### config.mk
export PLATFORM = sky130hd
export DESIGN_NAME = dslope_seq
export DESIGN_NICKNAME = d
export VERILOG_FILES = /design/src/rtl/dslope_pkg.sv /design/src/rtl/dslope_sync.sv /design/src/rtl/dslope_tick.sv /design/src/rtl/dslope_seq.sv
export SDC_FILE = /design/constraint.sdc
export NUM_CORES = 1
export LEC_CHECK = 0
export BUFFER_PORTS_ARGS = -buffer_cell sky130_fd_sc_hd__buf_2
export CAP_MARGIN = 20
export CORE_MARGIN = 2
export CORE_UTILIZATION = 30
export DETAILED_ROUTE_END_ITERATION = 16
export GPL_ROUTABILITY_DRIVEN = 0
export PLACE_DENSITY = 0.57
export SLEW_MARGIN = 20
export SYNTH_ARGS = -nofsm -noshare
export SYNTH_HDL_FRONTEND = slang
export SYNTH_SLANG_ARGS = --single-unit
### constraint.sdc
create_clock -name clk_i -period 3.87 [get_ports clk_i]
set_input_delay 0.9675 -clock clk_i [delete_from_list [all_inputs] [get_ports clk_i]]
set_output_delay 0.9675 -clock clk_i [all_outputs]
set_load 0.02 [all_outputs]
### src/rtl/dslope_pkg.sv
package dslope_pkg;
  typedef enum logic [1:0] {
    PH_IZ    = 2'b00,
    PH_AZ    = 2'b01,
    PH_INT   = 2'b10,
    PH_DEINT = 2'b11
  } phase_e;

  typedef enum logic [2:0] {
    ST_IDLE,
    ST_AZ,
    ST_INT,
    ST_DEINT,
    ST_IZ
  } state_e;
endpackage

### src/rtl/dslope_sync.sv
module dslope_sync #(
  parameter int STAGES = 2
) (
  input  logic clk_i,
  input  logic rst_ni,
  input  logic cmp_i,
  output logic cmp_s_o,
  output logic fall_o
);
  logic [STAGES-1:0] sh_q;
  logic              prev_q;

  always_ff @(posedge clk_i or negedge rst_ni) begin
    if (!rst_ni) begin
      sh_q   <= '0;
      prev_q <= 1'b0;
    end else begin
      sh_q   <= {sh_q[STAGES-2:0], cmp_i};
      prev_q <= sh_q[STAGES-1];
    end
  end

  assign cmp_s_o = sh_q[STAGES-1];
  assign fall_o  = prev_q & ~sh_q[STAGES-1];
endmodule

### src/rtl/dslope_tick.sv
module dslope_tick #(
  parameter int W = 17
) (
  input  logic         clk_i,
  input  logic         rst_ni,
  input  logic         clr_i,
  input  logic [W-1:0] lim_i,
  output logic [W-1:0] cnt_o,
  output logic         last_o
);
  logic [W-1:0] cnt_q;

  always_ff @(posedge clk_i or negedge rst_ni) begin
    if (!rst_ni)    cnt_q <= '0;
    else if (clr_i) cnt_q <= '0;
    else            cnt_q <= cnt_q + W'(1);
  end

  // limit of 0 acts as 1
  assign last_o = ({1'b0, cnt_q} + (W+1)'(1)) >= {1'b0, lim_i};
  assign cnt_o  = cnt_q;
endmodule

### src/rtl/dslope_seq.sv
module dslope_seq
  import dslope_pkg::*;
#(
  parameter int CNT_W       = 16,
  parameter int SYNC_STAGES = 2,
  parameter int IZ_TIMEOUT  = 64
) (
  input  logic             clk_i,
  input  logic             rst_ni,
  input  logic             start_i,
  input  logic [CNT_W-1:0] az_len_i,
  input  logic [CNT_W-1:0] int_len_i,
  input  logic             cmp_i,
  output logic [1:0]       phase_o,
  output logic             busy_o,
  output logic             valid_o,
  output logic             sign_o,
  output logic [CNT_W:0]   mag_o,
  output logic             ovr_o,
  output logic             iz_err_o
);
  localparam int MAG_W = CNT_W + 1;
  localparam logic [MAG_W-1:0] IZ_LIM = MAG_W'(IZ_TIMEOUT);

  state_e           state_q, state_d;
  phase_e           phase;
  logic             cmp_s, cmp_fall;
  logic [MAG_W-1:0] cnt, lim, deint_lim;
  logic             cnt_last, cnt_clr;
  logic             sign_ld, fall_ld, ovr_ld, done, done_err;

  logic             sign_wk, ovr_wk;
  logic [MAG_W-1:0] mag_wk;
  logic             sign_q, ovr_q, err_q, valid_q;
  logic [MAG_W-1:0] mag_q;

  dslope_sync #(.STAGES(SYNC_STAGES)) u_sync (
    .clk_i  (clk_i),
    .rst_ni (rst_ni),
    .cmp_i  (cmp_i),
    .cmp_s_o(cmp_s),
    .fall_o (cmp_fall)
  );

  dslope_tick #(.W(MAG_W)) u_tick (
    .clk_i  (clk_i),
    .rst_ni (rst_ni),
    .clr_i  (cnt_clr),
    .lim_i  (lim),
    .cnt_o  (cnt),
    .last_o (cnt_last)
  );

  assign deint_lim = {int_len_i, 1'b0};

  always_comb begin
    unique case (state_q)
      ST_AZ:    lim = {1'b0, az_len_i};
      ST_INT:   lim = {1'b0, int_len_i};
      ST_DEINT: lim = deint_lim;
      ST_IZ:    lim = IZ_LIM;
      default:  lim = '0;
    endcase
  end

  always_comb begin
    state_d  = state_q;
    cnt_clr  = 1'b0;
    sign_ld  = 1'b0;
    fall_ld  = 1'b0;
    ovr_ld   = 1'b0;
    done     = 1'b0;
    done_err = 1'b0;
    unique case (state_q)
      ST_IDLE: begin
        cnt_clr = 1'b1;
        if (start_i) state_d = ST_AZ;
      end
      ST_AZ: if (cnt_last) begin
        state_d = ST_INT;
        cnt_clr = 1'b1;
      end
      ST_INT: if (cnt_last) begin
        state_d = ST_DEINT;
        cnt_clr = 1'b1;
        sign_ld = 1'b1;
      end
      ST_DEINT: begin
        // edge beats limit on the same cycle
        if (cmp_fall) begin
          state_d = ST_IZ;
          cnt_clr = 1'b1;
          fall_ld = 1'b1;
        end else if (cnt_last) begin
          state_d = ST_IZ;
          cnt_clr = 1'b1;
          ovr_ld  = 1'b1;
        end
      end
      ST_IZ: begin
        if (cmp_s) begin
          state_d = ST_IDLE;
          done    = 1'b1;
        end else if (cnt_last) begin
          state_d  = ST_IDLE;
          done     = 1'b1;
          done_err = 1'b1;
        end
      end
      default: state_d = ST_IDLE;
    endcase
  end

  always_ff @(posedge clk_i or negedge rst_ni) begin
    if (!rst_ni) begin
      state_q <= ST_IDLE;
      sign_wk <= 1'b0;
      ovr_wk  <= 1'b0;
      mag_wk  <= '0;
      sign_q  <= 1'b0;
      ovr_q   <= 1'b0;
      err_q   <= 1'b0;
      mag_q   <= '0;
      valid_q <= 1'b0;
    end else begin
      state_q <= state_d;
      valid_q <= done;
      if (sign_ld) sign_wk <= cmp_s;
      if (fall_ld) begin
        mag_wk <= cnt;
        ovr_wk <= 1'b0;
      end
      if (ovr_ld) begin
        mag_wk <= deint_lim;
        ovr_wk <= 1'b1;
      end
      if (done) begin
        sign_q <= sign_wk;
        mag_q  <= mag_wk;
        ovr_q  <= ovr_wk;
        err_q  <= done_err;
      end
    end
  end

  always_comb begin
    unique case (state_q)
      ST_INT:   phase = PH_INT;
      ST_DEINT: phase = PH_DEINT;
      ST_IZ:    phase = PH_IZ;
      default:  phase = PH_AZ;
    endcase
  end

  assign phase_o  = phase;
  assign busy_o   = (state_q != ST_IDLE);
  assign valid_o  = valid_q;
  assign sign_o   = sign_q;
  assign mag_o    = mag_q;
  assign ovr_o    = ovr_q;
  assign iz_err_o = err_q;
endmodule

==> results.md <==
- Status: complete, no violations
- Skew-Pair Late Insertion Delay: approximately 0.34 ns
- Largest cells by area after synthesis: dfrtp_1 39%, mux2_4 7.0%, ha_1 5.5%
- Syn_nets: between 400 and 500
- Core area: between 10000 and 15000 µm²
- DR iter-0 viols: around 230
- Register bit total from synthesis: 63
- Post-route clock skew: just over 0.008 ns
- CP top delay family: compound AO/OA/AOI/OAI gates
- Synth Area in Simple Gates: between 10% and 20%
- Mux contribution to synthesized area: roughly 11%
- Layout area overhead: 20.0%
- Initial antenna violation count: 0
- Post-route antenna net violation count: 0
- Maximum fanout along the worst path: 20
- CTS resizes: 0
- Netlist cell types: between 50 and 60
- Area share of the largest cell type after synthesis: 38.7%
- Clock Tree Root: clkbuf_16
- Pin count of the biggest net entering global routing: 40
- CTS hold repair buffers: 0
- Yosys warning count: 0
- P per Cell Area: approximately 430 nW/µm²
- DR WL/cell: about 16 µm
- Largest family of logic cells by synthesized area: compound AO/OA/AOI/OAI gates
- Vias per cell: ~5.2
- DIE AREA: 14500 µm²
- Layout cells sized above 1: between 20% and 30%
- Max incr delay on CP: ~0.48 ns
- Vias: roughly 3500
- Inst Count DP: 650
- Die X: about 120 µm
- Critical path cell sequence: and4_4 -> nor2b_4 -> nand3_1 -> xor2_1 -> inv_1 -> ha_1 -> a211oi_1 -> nor2_1 -> o21a_1 -> o21ba_2 -> o41ai_4 -> buf_12 -> mux2_4
- Reg clk slew, reported paths: around 0.060 ns
- Post-synth top cells: 63 x dfrtp_1, 42 x nand2_1, 34 x a21oi_1
- Final hold vios: 0
- Setup tns final: 0 ns
- Mapped Cells: ~430
- Starting Density: 30.8%
- Clock Sinks: 63
- Top_reg_cell synth: dfrtp_1
- CTS buffer count: 9
- Crit path DAT: approximately 3.8 ns
- Number of global-route vias before repair: around 3400
- DR DRC count: 0
- Nets@finish: roughly 540
- Top cell type by total area after synthesis: dfrtp_1
- EDFF count, synth: 0
- Total wire length: 10700 µm
- DRT Pass-1 Iters: 5
- RSZ-0062 raised after global routing: no
- Minimum clock period: 3.55 ns
- First-pass GRT wire length: 17400 µm
- Final std cells w/o fill: about 670
- N_diodes: 0
- Min-delay worst type: reg -> reg
- Slew @ Worst Pin: around 0.63 ns
- CTS tree: yes
- Post-CTS Setup Bufs: 0
- Crit Path Class: reg -> reg
- Port buffer count: 59
- FMAX: roughly 0.28 GHz
- Clk buf depth: 2
- Slew headroom: about 58%
- P_leak: 2.45 nW
- Final instance area: slightly below 5000 µm²
- Mapped Area: between 4000 and 5000 µm²
- H-Tree Depth: 3
- Worst vdd ir: 207 µV
- Post-DP HPWL: between 8000 and 9000 µm
- Core Rows: 42
- Mapped Avg Cell Area: between 9 and 10 µm²
- CP max-delay cell: dfrtp_1
- Complex-gate fraction of the synthesized area: a little under a fifth
- I/O pin cnt: 60
- Synth Area in XOR/XNOR: 3.22%
- Critical path startpoint category: register
- Most common cell in the netlist: dfrtp_1
- # setup viols final: 0
- WP buf/inv: 2
- Sequential cell area fraction in the yosys report: 38.7%
- Adder-Cell Fraction of Synth Area: 5.52%
- Tcrit/Tclk final: 91.7%
- Grt ovf: 0
- Max-capacitance violation count: 0
- Synth async-reset ratio: 100%
- All-Layer GR Usage: 15.1%
- Die Y: roughly 120 µm
- Placed Area: around 4600 µm²
- Max-slew violation count: 0
- CP Capture Type: register
- Worst Path Required: a little over 4 ns
-- cell type report --
type                            instances  area [µm²]
Sequential cell                        63        1580
Fill cell                            1358        8350
Timing Repair Buffer                   77         472
Clock buffer                            9         225
Tap cell                              176         220
Multi-Input combinational cell        314        2270
Clock inverter                          7        50.0
Inverter                               20        75.1
-- stage by stage --
stage	hold slack, ns	total power [mW]	setup slack, ns	utilization, %
2_1_floorplan	0.331	1.16	0.577	-
3_3_place_gp	0.342	1.35	0.285	34.8
3_5_place_dp	0.348	1.36	0.245	34.9
4_1_cts	0.361	2.11	0.322	36.9
5_1_grt	0.365	2.22	0.110	36.9
6_report	0.363	2.09	0.320	36.9
-- kinds of logic after synthesis --
logic type      Yosys count
simple gates            143
flops                    63
fa+ha+maj                18
buf+inv                  52
compound gates          104
xor+xnor                 15
mux                      34
-- power by group --
group	internal [mW]	total (mW)	leakage, nW	switching [mW]
Clock	0.432	0.742	0.127	0.310
Sequential	0.697	0.760	0.771	0.0627
Combinational	0.256	0.589	1.55	0.332
-- placed cells by master, fill, tap and decap left out, types with 3 or more instances in the layout --
cell | Yosys | final
dfrtp_1 | 63 | 63
nand3_1 | 26 | 26
clkbuf_16 | 0 | 9
a311o_1 | 4 | 4
and3_1 | 14 | 14
nand2_1 | 42 | 42
buf_4 | 0 | 14
clkinvlp_4 | 0 | 3
a31o_2 | 13 | 13
buf_2 | 8 | 59
xnor2_1 | 7 | 7
mux2i_1 | 13 | 13
xor2_1 | 8 | 8
a211o_1 | 11 | 11
nand4_1 | 6 | 6
o211ai_1 | 13 | 13
buf_12 | 0 | 3
a21oi_1 | 34 | 34
ha_1 | 18 | 18
nor2b_1 | 4 | 4
o21ai_0 | 5 | 5
nor2_1 | 26 | 26
nor3_1 | 5 | 5
nand2b_1 | 5 | 5
a31oi_1 | 6 | 6
inv_1 | 20 | 20
mux2_4 | 19 | 19
-- routing by layer --
layer | global-route usage, % | up-vias | wire [µm]
met4 | 6.10 | 0 | 269
met1 | 20.1 | 1681 | 4910
met3 | 2.69 | 23 | 474
li1 | - | 1676 | -
met2 | 24.3 | 109 | 5070
met5 | 0 | - | 0
-- flip-flops by register name, summed over array words and instances (netlist names), 2 cells and up --
| signal | flops |
|---|---|
| u_tick.cnt_o | 17 |
| mag_wk | 17 |
| state_q | 3 |
| u_sync.sh_q | 2 |
| mag_o | 17 |
-- worst paths after layout --
kind / cells past startpoint / start / end / slack, ns
max in group asynchronous: 2 / rst_ni / mag_o[1] / 2.32
hold / removal: 0 / u_sync.sh_q[0] / u_sync.sh_q[1] / 0.36
setup reg to reg: 13 / u_tick.cnt_o[2] / mag_o[14] / 0.32
min in group asynchronous: 1 / rst_ni / u_sync.sh_q[0] / 0.65
setup / recovery: 13 / u_tick.cnt_o[2] / mag_o[14] / 0.32
hold reg to reg: 0 / u_sync.sh_q[0] / u_sync.sh_q[1] / 0.36
Power figures use the tool's default switching activity.
